`config.mk`:
```
export PLATFORM = sky130hd
export DESIGN_NAME = dual_edge_pfd
export DESIGN_NICKNAME = d
export VERILOG_FILES = /design/src/rtl/pfd_pkg.sv /design/src/rtl/pfd_edge_sync.sv /design/src/rtl/pfd_core.sv /design/src/rtl/pfd_errcnt.sv /design/src/rtl/dual_edge_pfd.sv
export SDC_FILE = /design/constraint.sdc
export NUM_CORES = 1
export LEC_CHECK = 0
export CAP_MARGIN = 10
export CORE_ASPECT_RATIO = 2
export CORE_MARGIN = 2
export CORE_UTILIZATION = 59
export DETAILED_ROUTE_END_ITERATION = 16
export PLACE_DENSITY = 0.91
export SYNTH_ARGS = -nofsm -noshare
export SYNTH_HDL_FRONTEND = slang
export SYNTH_SLANG_ARGS = --single-unit
```
`constraint.sdc`:
```
create_clock -name clk -period 8.6 [get_ports clk]
set_input_delay 1.72 -clock clk [delete_from_list [all_inputs] [get_ports clk]]
set_output_delay 1.72 -clock clk [all_outputs]
set_load 0.03 [all_outputs]
```
`src/rtl/pfd_pkg.sv`:
```
package pfd_pkg;

   typedef enum logic {
      CMP_RISE_ONLY = 1'b0,
      CMP_BOTH      = 1'b1
   } cmp_mode_e;

   typedef struct packed {
      logic lead;
      logic lag;
   } pfd_pulse_t;

endpackage

```
`src/rtl/pfd_edge_sync.sv`:
```
module pfd_edge_sync
   import pfd_pkg::*;
#(
   parameter int STAGES = 2
) (
   input  logic      clk,
   input  logic      rst_n,
   input  cmp_mode_e mode,
   input  logic      din,
   output logic      act_edge
);

   localparam int LAST = STAGES - 1;

   logic [STAGES-1:0] chain;
   logic              prev_q;
   logic              rise_w;
   logic              fall_w;

   generate
      if (STAGES < 2) begin : g_bad_stages
         $error("pfd_edge_sync: STAGES must be at least 2");
      end
   endgenerate

   always_ff @(posedge clk or negedge rst_n) begin
      if (!rst_n) begin
         chain[0] <= 1'b0;
      end else begin
         chain[0] <= din;
      end
   end

   generate
      for (genvar i = 1; i < STAGES; i++) begin : g_chain
         always_ff @(posedge clk or negedge rst_n) begin
            if (!rst_n) begin
               chain[i] <= 1'b0;
            end else begin
               chain[i] <= chain[i-1];
            end
         end
      end
   endgenerate

   always_ff @(posedge clk or negedge rst_n) begin
      if (!rst_n) begin
         prev_q <= 1'b0;
      end else begin
         prev_q <= chain[LAST];
      end
   end

   assign rise_w = chain[LAST] & ~prev_q;
   assign fall_w = ~chain[LAST] & prev_q;

   always_comb begin
      unique case (mode)
         CMP_BOTH:      act_edge = rise_w | fall_w;
         CMP_RISE_ONLY: act_edge = rise_w;
         default:       act_edge = rise_w;
      endcase
   end

endmodule

```
`src/rtl/pfd_core.sv`:
```
module pfd_core
   import pfd_pkg::*;
(
   input  logic       clk,
   input  logic       rst_n,
   input  logic       ref_e,
   input  logic       fb_e,
   output pfd_pulse_t pulse_q,
   output logic       clr_evt,
   output logic       ref_fast,
   output logic       fb_fast
);

   pfd_pulse_t nxt;
   logic       ref_slip;
   logic       fb_slip;

   always_comb begin
      nxt.lead = pulse_q.lead | ref_e;
      nxt.lag  = pulse_q.lag  | fb_e;
      clr_evt  = nxt.lead & nxt.lag;
      if (clr_evt) begin
         nxt = '0;
      end
   end

   assign ref_slip = ref_e & pulse_q.lead & ~fb_e;
   assign fb_slip  = fb_e  & pulse_q.lag  & ~ref_e;

   always_ff @(posedge clk or negedge rst_n) begin
      if (!rst_n) begin
         pulse_q <= '0;
      end else begin
         pulse_q <= nxt;
      end
   end

   always_ff @(posedge clk or negedge rst_n) begin
      if (!rst_n) begin
         ref_fast <= 1'b0;
         fb_fast  <= 1'b0;
      end else if (ref_slip) begin
         ref_fast <= 1'b1;
         fb_fast  <= 1'b0;
      end else if (fb_slip) begin
         ref_fast <= 1'b0;
         fb_fast  <= 1'b1;
      end
   end


   never_both_chk: assert property (@(posedge clk) disable iff (!rst_n)
      !(pulse_q.lead && pulse_q.lag));


   lead_cause_chk: assert property (@(posedge clk) disable iff (!rst_n)
      $rose(pulse_q.lead) |-> $past(ref_e));


   lag_cause_chk: assert property (@(posedge clk) disable iff (!rst_n)
      $rose(pulse_q.lag) |-> $past(fb_e));


   flag_excl_chk: assert property (@(posedge clk) disable iff (!rst_n)
      $onehot0({ref_fast, fb_fast}));


   ref_fast_cause_chk: assert property (@(posedge clk) disable iff (!rst_n)
      $rose(ref_fast) |-> $past(pulse_q.lead));

endmodule

```
`src/rtl/pfd_errcnt.sv`:
```
module pfd_errcnt #(
   parameter int CNT_W = 12
) (
   input  logic                    clk,
   input  logic                    rst_n,
   input  logic                    lead_q,
   input  logic                    lag_q,
   input  logic                    clr_evt,
   output logic signed [CNT_W-1:0] phase_err,
   output logic                    err_valid
);

   localparam int WW   = CNT_W + 1;
   localparam int MAXI = (1 << (CNT_W - 1)) - 1;
   localparam int MINI = -(1 << (CNT_W - 1));
   localparam logic signed [WW-1:0] MAX_W = WW'(MAXI);
   localparam logic signed [WW-1:0] MIN_W = WW'(MINI);

   generate
      if (CNT_W < 3) begin : g_bad_width
         $error("pfd_errcnt: CNT_W must be at least 3");
      end
   endgenerate

   logic signed [CNT_W-1:0] acc_q;
   logic signed [WW-1:0]    step;
   logic signed [WW-1:0]    wide;
   logic signed [CNT_W-1:0] sat_val;

   always_comb begin
      if (lead_q) begin
         step = {{CNT_W{1'b0}}, 1'b1};
      end else if (lag_q) begin
         step = {WW{1'b1}};
      end else begin
         step = '0;
      end
      wide = {acc_q[CNT_W-1], acc_q} + step;
      if (wide > MAX_W) begin
         sat_val = MAX_W[CNT_W-1:0];
      end else if (wide < MIN_W) begin
         sat_val = MIN_W[CNT_W-1:0];
      end else begin
         sat_val = wide[CNT_W-1:0];
      end
   end

   always_ff @(posedge clk or negedge rst_n) begin
      if (!rst_n) begin
         acc_q     <= '0;
         phase_err <= '0;
         err_valid <= 1'b0;
      end else if (clr_evt) begin
         acc_q     <= '0;
         phase_err <= sat_val;
         err_valid <= 1'b1;
      end else begin
         acc_q     <= sat_val;
         err_valid <= 1'b0;
      end
   end


   lead_result_chk: assert property (@(posedge clk) disable iff (!rst_n)
      $fell(lead_q) |-> (err_valid && phase_err > 0));


   lag_result_chk: assert property (@(posedge clk) disable iff (!rst_n)
      $fell(lag_q) |-> (err_valid && phase_err < 0));


   hold_result_chk: assert property (@(posedge clk) disable iff (!rst_n)
      !err_valid |-> $stable(phase_err));

endmodule

```
`src/rtl/dual_edge_pfd.sv`:
```
module dual_edge_pfd
   import pfd_pkg::*;
#(
   parameter int CNT_W       = 12,
   parameter int SYNC_STAGES = 2
) (
   input  logic                    clk,
   input  logic                    rst_n,
   input  logic                    both_edges,
   input  logic                    ref_clk_in,
   input  logic                    fb_clk_in,
   output logic                    up,
   output logic                    dn,
   output logic signed [CNT_W-1:0] phase_err,
   output logic                    err_valid,
   output logic                    ref_fast,
   output logic                    fb_fast
);

   cmp_mode_e  mode;
   logic       ref_e;
   logic       fb_e;
   logic       clr_evt;
   pfd_pulse_t pulse_q;

   assign mode = both_edges ? CMP_BOTH : CMP_RISE_ONLY;

   pfd_edge_sync #(.STAGES(SYNC_STAGES)) u_ref_sync (
      .clk      (clk),
      .rst_n    (rst_n),
      .mode     (mode),
      .din      (ref_clk_in),
      .act_edge (ref_e)
   );

   pfd_edge_sync #(.STAGES(SYNC_STAGES)) u_fb_sync (
      .clk      (clk),
      .rst_n    (rst_n),
      .mode     (mode),
      .din      (fb_clk_in),
      .act_edge (fb_e)
   );

   pfd_core u_core (
      .clk      (clk),
      .rst_n    (rst_n),
      .ref_e    (ref_e),
      .fb_e     (fb_e),
      .pulse_q  (pulse_q),
      .clr_evt  (clr_evt),
      .ref_fast (ref_fast),
      .fb_fast  (fb_fast)
   );

   pfd_errcnt #(.CNT_W(CNT_W)) u_errcnt (
      .clk       (clk),
      .rst_n     (rst_n),
      .lead_q    (pulse_q.lead),
      .lag_q     (pulse_q.lag),
      .clr_evt   (clr_evt),
      .phase_err (phase_err),
      .err_valid (err_valid)
   );

   assign up = pulse_q.lead;
   assign dn = pulse_q.lag;


   same_sample_chk: assert property (@(posedge clk) disable iff (!rst_n)
      (ref_e && fb_e && !up && !dn) |=> (!up && !dn && err_valid && phase_err == 0));

endmodule

```
== Word level (Yosys, flattened, before mapping) ==
Index checks and enable logic that the tools add are counted.
Widths: inputs -> output; s select.

* Bitwise gates (word level): 20
* Reduce and logical (&&, ||, !) cells: 1
* Mux-type cells: 14
* Add/subtract/negate cells: 1
* Magnitude comparators: 2

{| class="wikitable"
|+ Operators with widths
! operator !! count
|-
| $mux 12 || 3
|-
| $mux 13 || 2
|-
| $add 13x13->13 || 1
|-
| $gt 13x12->1 const B || 1
|-
| $lt 13x12->1 const B || 1
|-
| $and 1x1->1 || 9
|-
| $not 1->1 || 7
|-
| $mux 1 || 6
|-
| $or 1x1->1 || 4
|-
| $pmux 1 s2 || 2
|-
| $mux 2 || 1
|-
| $reduce_bool 2->1 || 1
|}

* Flip-flop bits (word level): 35
* Bits of input ports: 5
* Output and inout port bits: 17
* Word-level logic and storage cells: 51

== Logic depth before layout (Yosys ltp) ==
Gate-level depths: netlist of the first run.

* Depth in word-level cells: 8
* Depth in mapped cells: 12
* Mapped depth without buffers: 9

== Modules after synthesis ==
From an unflattened synthesis of the first run, not the netlist that was laid out.

* Cells, all modules: 197
* Area total of the unflattened synthesis: 1880.6 µm²

{| class="wikitable"
|+ By module, submodules not included
! module !! area each (µm²) !! cells each !! times used !! sequential area each (µm²)
|-
| pfd_errcnt || 1508.9 || 165 || 1 || 625.6
|-
| pfd_edge_sync || 105.1 || 7 || 2 || 75.1
|-
| pfd_core || 161.4 || 18 || 1 || 100.1
|}

== Least setup slack after synthesis of the first run ==
No wires, ideal clock.

* Kind: register to register
* Start point: register u_core.pulse_q[1] (netlist name)
* End point: register u_errcnt.phase_err[10]
* Data arrival time: 2957 ps
* Required time: 8525 ps
* Library setup time: 75 ps
* Stages on the path, launching flop included: 11
* Path buffers: 1
* Path slack: 5568 ps
* Period minus slack after synthesis: 3032 ps
* Cell sequence: dfrtp_1 buf_2 or2_2 ha_1 ha_1 or3_4 or4_4 o22ai_1 xnor2_1 maj3_2 o21ai_2

* Cells in the longest elaborated chain, start to end: 5
* Elaborated cells between the ends (all ways): 8
* Classes of those cells: 1 x add/sub; 2 x order compare; 3 x mux; 2 x bitwise

{| class="wikitable"
|+ RTL lines
! item !! line !! text
|-
| $mux 13 || pfd_errcnt.sv:31 || <nowiki>if (lead_q) begin</nowiki>
|-
| $add 13x13->13 || pfd_errcnt.sv:38 || <nowiki>wide = {acc_q[CNT_W-1], acc_q} + step;</nowiki>
|-
| $lt 13x12->1 || pfd_errcnt.sv:41 || <nowiki>end else if (wide < MIN_W) begin</nowiki>
|-
| $mux 12 || pfd_errcnt.sv:41 ||
|-
| $mux 12 || pfd_errcnt.sv:39 || <nowiki>if (wide > MAX_W) begin</nowiki>
|-
| to (signal assigned) || pfd_errcnt.sv:55 || <nowiki>phase_err <= sat_val;</nowiki>
|-
| to (decl) || pfd_errcnt.sv:9 || <nowiki>output logic signed [CNT_W-1:0] phase_err,</nowiki>
|}

Parallel ways exist; a longest one is shown, timed or not.
A chain may end at the register's enable or synchronous reset.

== Final worst setup path of the first run ==
* Start point: input port both_edges
* End point: register u_errcnt.acc_q[6]

* Cells in the longest elaborated chain, start to end: 6
* Elaborated cells between the ends (all ways): 8
* Classes of those cells: 4 x mux; 4 x bitwise

{| class="wikitable"
|+ RTL lines
! item !! line !! text
|-
| from (decl) || dual_edge_pfd.sv:9 || <nowiki>input logic both_edges,</nowiki>
|-
| $mux 1 * || dual_edge_pfd.sv:26 || <nowiki>assign mode = both_edges ? CMP_BOTH : CMP_RISE_ONLY;</nowiki>
|-
| $not 1->1 || pfd_edge_sync.sv:58 || <nowiki>unique case (mode)</nowiki>
|-
| $pmux 1 s2 || pfd_edge_sync.sv:58 ||
|-
| $or 1x1->1 (on tied branches) || pfd_core.sv:19, pfd_core.sv:20 ||
|-
| $and 1x1->1 * || pfd_core.sv:21 || <nowiki>clr_evt = nxt.lead & nxt.lag;</nowiki>
|-
| $mux 12 * || pfd_errcnt.sv:53 || <nowiki>end else if (clr_evt) begin</nowiki>
|-
| to (signal assigned) || pfd_errcnt.sv:58 || <nowiki>acc_q <= sat_val;</nowiki>
|-
| to (decl) || pfd_errcnt.sv:25 || <nowiki>logic signed [CNT_W-1:0] acc_q;</nowiki>
|}

Mark *: on every way between the ends. The rest lies on a longest branch, timed or not.

==> out/results.tsv, run 1 <==
stage	metric	value	unit
floorplan	io pins	22	
worst_setup_path	Critical Path, Cell by Cell	clkdlybuf4s50_1 > nor2_1 > a21oi_1 > o22ai_1 > buf_4 > inv_1 > nor2_1	
timing	Rel. slew slack	0.649	
worst_setup_path	Slowest cell on crit path	clkdlybuf4s50_1	
drt	drt first pass iters	4	
timing	Worst-Margin Slew	0.527	ns
drt	wire per inst	19.6	um
grt	total gr overflow	0	
min_path	HP Class	reg2reg	
worst_setup_path	reg2reg start	u_core.pulse_q[1]$_DFF_PN0_	
grt	vias in the first global route	1576	
floorplan	core area	2940	um2
worst_setup_path	Crit path largest cell delay	0.52	ns
synth	Yosys top cell area share	0.482	
synth	sequential-to-total area share from yosys stat	0.482	
clock_network	Clock Sinks	35	
placed_design	placed inst area	2030	um2
worst_setup_path	CP bufs+invs	3	
synth	Cells after Synth	183	
grt	global-route total usage across every layer	0.290	
pwr	pwr dens	342	nW/um2
clock_network	clk buf depth	2	
clock_network	CTS clk-pin slew, worst paths	0.07	ns
grt	largest net degree at the start of global routing	36	
floorplan	row cnt	28	
pwr	Pleak	0.913	nW
layout	area delta synth->final	17.4	%
timing	max-slew violation count	0	
layout	cell area after layout	2130	um2
floorplan	Die Width	43.2	um
timing	Tmin final	3.49	ns
floorplan	DIE AREA	3570	um2
worst_setup_path	RR Endpoint	u_errcnt.phase_err[6]$_DFFE_PN0P_	
clock_network	# H-tree levels	2	
synth	Synthesis Warnings	0	
timing	Hold Slack	0.364	ns
layout	layout cells sized above 1	0.142	
drt	Via-to-Cell Ratio	6.37	
timing	Setup violations, final	0	
timing	final-report hold violation count	0	
floorplan	Initial Util	0.617	
drt	Final ANT Viol Nets	0	
synth	Post-synth top cells	dfrtp_1 (35), nor2_1 (19), nand2_1 (18), a21oi_1 (9)	
worst_setup_path	critical path required time	8.75	ns
synth	net count after synthesis	192	
floorplan	DIE HEIGHT	82.5	um
placed_design	Placement Setup Slack	4.90	ns
worst_setup_path	critical path's most frequent cell	nor2_1	
grt	global-route wire length before repair	7.37	mm
drt	DR DRC count	0	
placed_design	Port Buffers	21	
grt	initial antenna violation count	0	
timing	PnR worst setup slack	5.11	ns
layout	Antenna Cells	0	
worst_setup_path	CP Capture Type	flop	
drt	Starting DRT DRC Count	37	
clock_network	Clock Latency Late Sink	0.29	ns
synth	most common cell in the synthesized netlist	dfrtp_1	
clock_network	CTS Buf Count	5	
clock_network	Resized cells post-CTS	0	
min_path	HP Start	u_fb_sync.chain[0]$_DFF_PN0_	
worst_setup_path	crit-path max FO	25	
timing	fmax	286	MHz
pwr	Pwr Total	0.729	mW
drt	Routed WL	4.58	mm
run	max-cap violations	0	
worst_setup_path	Critical Path AT	3.65	ns
worst_setup_path	Setup crit end	u_errcnt.acc_q[6]$_DFF_PN0_	
synth	Syn Area/Cell	9.93	um2
synth	Synth area leaders	dfrtp_1 (48%), maj3_2 (5.0%), nor2_1 (3.9%)	
pwr	maximum vdd drop	269	uV
synth	ys flop type	dfrtp_1	
worst_setup_path	WP depth	7	
timing	unrepaired setup endpoints after global routing	no	
synth	Synth Cell Area	1820	um2
synth	Synth Register Bits	35	
worst_setup_path	crit-path leading delay family	buffers and inverters	
synth	unique cell type count in the Yosys netlist	44	
worst_setup_path	r2r worst-path depth	9	
layout	Fillers	197	
drt	via count	1490	
clock_network	# Post-CTS Setup Buffers	0	
synth	area leader, netlist	dfrtp_1	
clock_network	root buffer cell	clkbuf_8	
clock_network	Hold Buf Count CTS	0	
run_status	status	finished, final reports clean	
timing	fin crit share	0.406	
placed_design	GP Congestion	0.910	
placed_design	DPL Wire Length	3.27	mm
worst_setup_path	worst setup path start	both_edges	
layout	nets	212	
synth	Post-synth ARST share	1.00	
timing	setup skew after layout	0.0115	ns
timing	post-route setup TNS	0	ns
clock_network	CTS tree	yes	
worst_setup_path	critical path class	in2reg	
worst_setup_path	CP Launch Type	input pin	
worst_setup_path	reg-to-reg setup timing slack	5.42	ns
synth	Post-synth EDFFs	0	
[metal layers]
| layer | up-vias | share of wire | GRT usage |
|---|---|---|---|
| met3 | 17 | 0.028 | 0.0348 |
| met4 | 0 | 0.040 | 0.185 |
| met2 | 46 | 0.59 | 0.540 |
| met1 | 739 | 0.34 | 0.294 |
| met5 | - | 0 | 0 |
| li1 | 688 | - | - |
[report_power, final]
group / total (mW) / internal (mW) / leakage [nW] / switching (mW)
registers: 0.259 / 0.209 / 0.443 / 0.0496
logic: 0.339 / 0.138 / 0.420 / 0.201
clock network: 0.131 / 0.0728 / 0.0505 / 0.0585
total: 0.729 / 0.420 / 0.913 / 0.309
[flip-flops by register name (all words and copies together) (netlist names), 2 cells and up]
name,count
u_core.pulse_q,2
u_errcnt.acc_q,12
u_errcnt.phase_err,12
u_fb_sync.chain,2
u_ref_sync.chain,2
[per-stage QoR]
stage,instances,util
3_3_place_gp,226,0.689
2_1_floorplan,183,-
5_1_grt,234,0.724
4_1_cts,234,0.724
3_5_place_dp,226,0.689
6_report,234,0.724
[cells in the final DEF, fill, tap and decap left out, drive strengths merged]
cell           instances
dfrtp                 35
clkdlybuf4s50         21
nor2                  19
nand2                 18
o21ai                 13
a21oi                  9
xnor2                  8
maj3                   8
nor3                   7
clkbuf                 7
nand3                  7
inv                    6
nand4                  5
ha                     4
or4                    4
o31ai                  4
o22ai                  3
a21o                   2
xor2                   2
buf                    2
or3                    2
and4                   2
and3                   2
nand2b                 1
or2                    1
or3b                   1
and2                   1
nor2b                  1
o41a                   1
or4b                   1
o41ai                  1
a31o                   1
nor4                   1
o2bb2ai                1
o32ai                  1
mux2i                  1
clkinvlp               1
[worst min-delay path by stage]
stage                                               end  depth (start not counted)
final                      u_fb_sync.chain[1]$_DFF_PN0_                          0
after global routing      u_ref_sync.chain[1]$_DFF_PN0_                          0
after CTS                  u_fb_sync.chain[1]$_DFF_PN0_                          0
after detailed placement   u_fb_sync.chain[1]$_DFF_PN0_                          0
after global placement     u_fb_sync.chain[1]$_DFF_PN0_                          0
after floorplan            u_fb_sync.chain[1]$_DFF_PN0_                          0
[area by class of cell]
cell class | instances | area [um2] | area share
timing repair buffer | 23 | 225 | 0.106
sequential | 35 | 876 | 0.411
tap | 30 | 37.5 | 0.0176
inverter | 6 | 22.5 | 0.0106
clock buffer | 7 | 96.3 | 0.0452
clock inverter | 1 | 7.51 | 0.00352
multi-input combinational | 132 | 867 | 0.407
[cell families after synthesis]
family	synth area share
AND/OR/NAND/NOR	0.214
AO/OA/AOI/OAI	0.133
flip-flops	0.482
buffers and inverters	0.0406
adder cells (fa/ha/maj)	0.0771
XOR/XNOR	0.0482
multiplexers	0.00551
Power figures use the tool's default switching activity.
==> inputs of run 2 (changes only) <==
Settings changed: CORE_UTILIZATION 59 to 55, PLACE_DENSITY 0.91 to 0.86.
Clock period 8.6 ns to 3.5 ns, I/O delays scaled along.
==> run 2 against run 1 <==
  * Power is 150% higher
  * Largest power group unchanged
  * Hold slack lost 0.013 ns
  * Final area up 0.88%
  * Sequential power increased by 150%
  * Largest cell class unchanged
==> out/results.tsv, run 2 (synthesized netlist as in run 1, its figures left out) <==
stage	metric	value	unit	change
pwr	Psw	0.735	mW	+140%
run_status	status	finished, final reports clean		
pwr	Comb pwr share	0.440		-0.025
worst_setup_path	r2r worst-path depth	9		unchanged
timing	Setup violations, final	0		unchanged
timing	fin crit share	0.901		
drt	DR DRC count	0		unchanged
timing	Hold Slack	0.351	ns	-0.0130 ns
grt	met1 Use GR	0.281		-0.0128
floorplan	DIE AREA	3810	um2	+6.8%
grt	met3 Track Usage GR	0.0426		+0.00777
timing	post-route setup TNS	0	ns	unchanged
placed_design	Port Buffers	21		unchanged
floorplan	io pins	22		unchanged
layout	most frequent cells in the layout	dfrtp_1 (35), clkdlybuf4s50_1 (21), nor2_1 (19)		
drt	drt first pass iters	4		unchanged
pwr	Clock Power Share	0.210		+0.030
clock_network	Hold Buf Count CTS	0		unchanged
worst_setup_path	RR Endpoint	u_errcnt.phase_err[1]$_DFFE_PN0P_		
pwr	Sequential Power Share	0.350		-0.005
clock_network	root buffer cell	clkbuf_8		
pwr	maximum vdd drop	598	uV	+120%
layout	FF+latch area	876	um2	unchanged
timing	Tmin final	3.15	ns	
grt	initial antenna violation count	0		unchanged
pwr	Pleak	0.924	nW	+1.2%
clock_network	CTS tree	yes		
worst_setup_path	Critical Path AT	3.31	ns	-0.34 ns
grt	busiest grt layer	met2		
timing	unrepaired setup endpoints after global routing	no		
layout	multi-input logic area	867	um2	unchanged
layout	nets	212		unchanged
clock_network	Clock Latency Late Sink	0.29	ns	about the same
placed_design	Placement Setup Slack	0.403	ns	-4.50 ns
clock_network	Clock Sinks	35		unchanged
clock_network	# Post-CTS Setup Buffers	0		unchanged
worst_setup_path	Critical Path, Cell by Cell	or2_2 > ha_1 > ha_1 > or3_4 > or4_4 > inv_1 > a21oi_1 > nor2_1 > o31ai_1		
worst_setup_path	CP Capture Type	flop		
worst_setup_path	Setup crit end	u_errcnt.phase_err[1]$_DFFE_PN0P_		
drt	Routed WL	4.31	mm	-6.0%
run	max-cap violations	0		unchanged
clock_network	CTS Buf Count	5		unchanged
timing	setup skew after layout	0.00780	ns	-0.00370 ns
min_path	HP Start	u_fb_sync.chain[0]$_DFF_PN0_		
clock_network	clk buf depth	2		unchanged
timing	PnR worst setup slack	0.345	ns	-4.76 ns
grt	total gr overflow	0		unchanged
worst_setup_path	critical path's most frequent cell	ha_1		
floorplan	Die Width	44.6	um	+3.2%
pwr	Internal Dissipation	1.09	mW	+160%
min_path	HP Class	reg2reg		
pwr	Sw Ratio	0.404		-0.0207
floorplan	DIE HEIGHT	85.3	um	+3.4%
grt	met2 GRT Util	0.441		-0.0989
grt	global-route total usage across every layer	0.261		-0.0295
drt	wire per inst	18.3	um	-6.4%
layout	layout cells sized above 1	0.142		unchanged
timing	final-report hold violation count	0		unchanged
timing	max-slew violation count	0		unchanged
clock_network	# H-tree levels	2		unchanged
grt	global-route wire length before repair	7.20	mm	-2.3%
timing	Worst-Margin Slew	0.609	ns	+0.0821 ns
worst_setup_path	crit-path max FO	11		-56%
drt	Via-to-Cell Ratio	6.24		-2.0%
clock_network	CTS clk-pin slew, worst paths	0.07	ns	about the same
layout	area delta synth->final	18.4	%	
placed_design	GP Congestion	0.926		+1.8%
timing	fmax	317	MHz	
layout	Antenna Cells	0		unchanged
layout	Fillers	224		+14%
worst_setup_path	reg2reg start	u_core.pulse_q[1]$_DFF_PN0_		
worst_setup_path	reg-to-reg setup timing slack	0.35	ns	-5.07 ns
floorplan	row cnt	29		+3.6%
worst_setup_path	critical path class	reg2reg		
worst_setup_path	Slowest cell on crit path	or4_4		
layout	Regs by FF count	u_errcnt.acc_q x12, u_errcnt.phase_err x12		
layout	most common cell after layout, fill and taps aside	dfrtp_1		
worst_setup_path	Crit path largest cell delay	0.53	ns	about the same
pwr	pwr dens	847	nW/um2	+150%
drt	Starting DRT DRC Count	71		+92%
grt	vias in the first global route	1581		+0.32%
worst_setup_path	worst setup path start	u_core.pulse_q[1]$_DFF_PN0_		
drt	Final ANT Viol Nets	0		unchanged
worst_setup_path	critical path required time	3.66	ns	-5.09 ns
grt	largest net degree at the start of global routing	36		unchanged
drt	via count	1466		-1.6%
timing	Rel. slew slack	0.594		-0.0547
pwr	Pwr Total	1.82	mW	+150%
floorplan	core area	3160	um2	+7.3%
worst_setup_path	CP Launch Type	flop		
floorplan	Initial Util	0.576		-0.0418
clock_network	Resized cells post-CTS	0		unchanged
placed_design	DPL Wire Length	3.30	mm	+0.82%
## run 2: changes by cell type in the layout (fill, tap and decap cells not counted)
cell	before	now
bufinv_16	0	1
clkbuf_8	7	6
clkinvlp_4	1	0
inv_6	0	1
## run 2: worst max-delay path, delay by kind of cell (launching register included)
kind                     cells  cell delay (ns)
AO/OA/AOI/OAI                2             0.32
adder cells (fa/ha/maj)      2             0.50
buffers and inverters        1             0.11
flip-flops                   1             0.48
AND/OR/NAND/NOR              4             1.60
## run 2: area by class of cell
class,instances,area share
flip-flops and latches,35,0.407
multi-input cells,132,0.403
inverters,6,0.0105
repair buffers,23,0.105
clock buffers,6,0.0384
clock inverters,2,0.0180
well taps,31,0.0180
## run 2: power groups by stage
stage                     clock, mW  combinational (mW)  sequential, mW
after floorplan                   0               0.480           0.706
after detailed placement          0               0.797           0.640
final                         0.382               0.800           0.638
after global placement            0               0.770           0.629
after global routing          0.405               0.867           0.650
after CTS                     0.386               0.803           0.634
## run 2: metrics by stage
stage	area, um2	utilization	std cells
after CTS	2150	0.681	235
after floorplan	1820	-	183
after global placement	2030	0.643	227
after detailed placement	2030	0.643	227
final	2150	0.681	235
after global routing	2150	0.681	235
## run 2: worst min-delay path by stage
stage	cells past startpoint	endpoint
2_1_floorplan	0	u_fb_sync.chain[1]$_DFF_PN0_
3_3_place_gp	0	u_fb_sync.chain[1]$_DFF_PN0_
3_5_place_dp	0	u_fb_sync.chain[1]$_DFF_PN0_
4_1_cts	0	u_fb_sync.chain[1]$_DFF_PN0_
5_1_grt	0	u_fb_sync.chain[1]$_DFF_PN0_
6_report	0	u_fb_sync.chain[1]$_DFF_PN0_
## run 2: metal layers
metal / vias to the layer above / routed length (um)
li1: 691 / -
met1: 707 / 1570
met2: 49 / 2400
met3: 19 / 134
met4: 0 / 205
met5: - / 0
==> inputs of run 3 (changes only) <==
Settings changed: CAP_MARGIN 10 to 30.
==> results of run 3 <==
No change in the layout: final DEF, timing and power equal those of run 2.
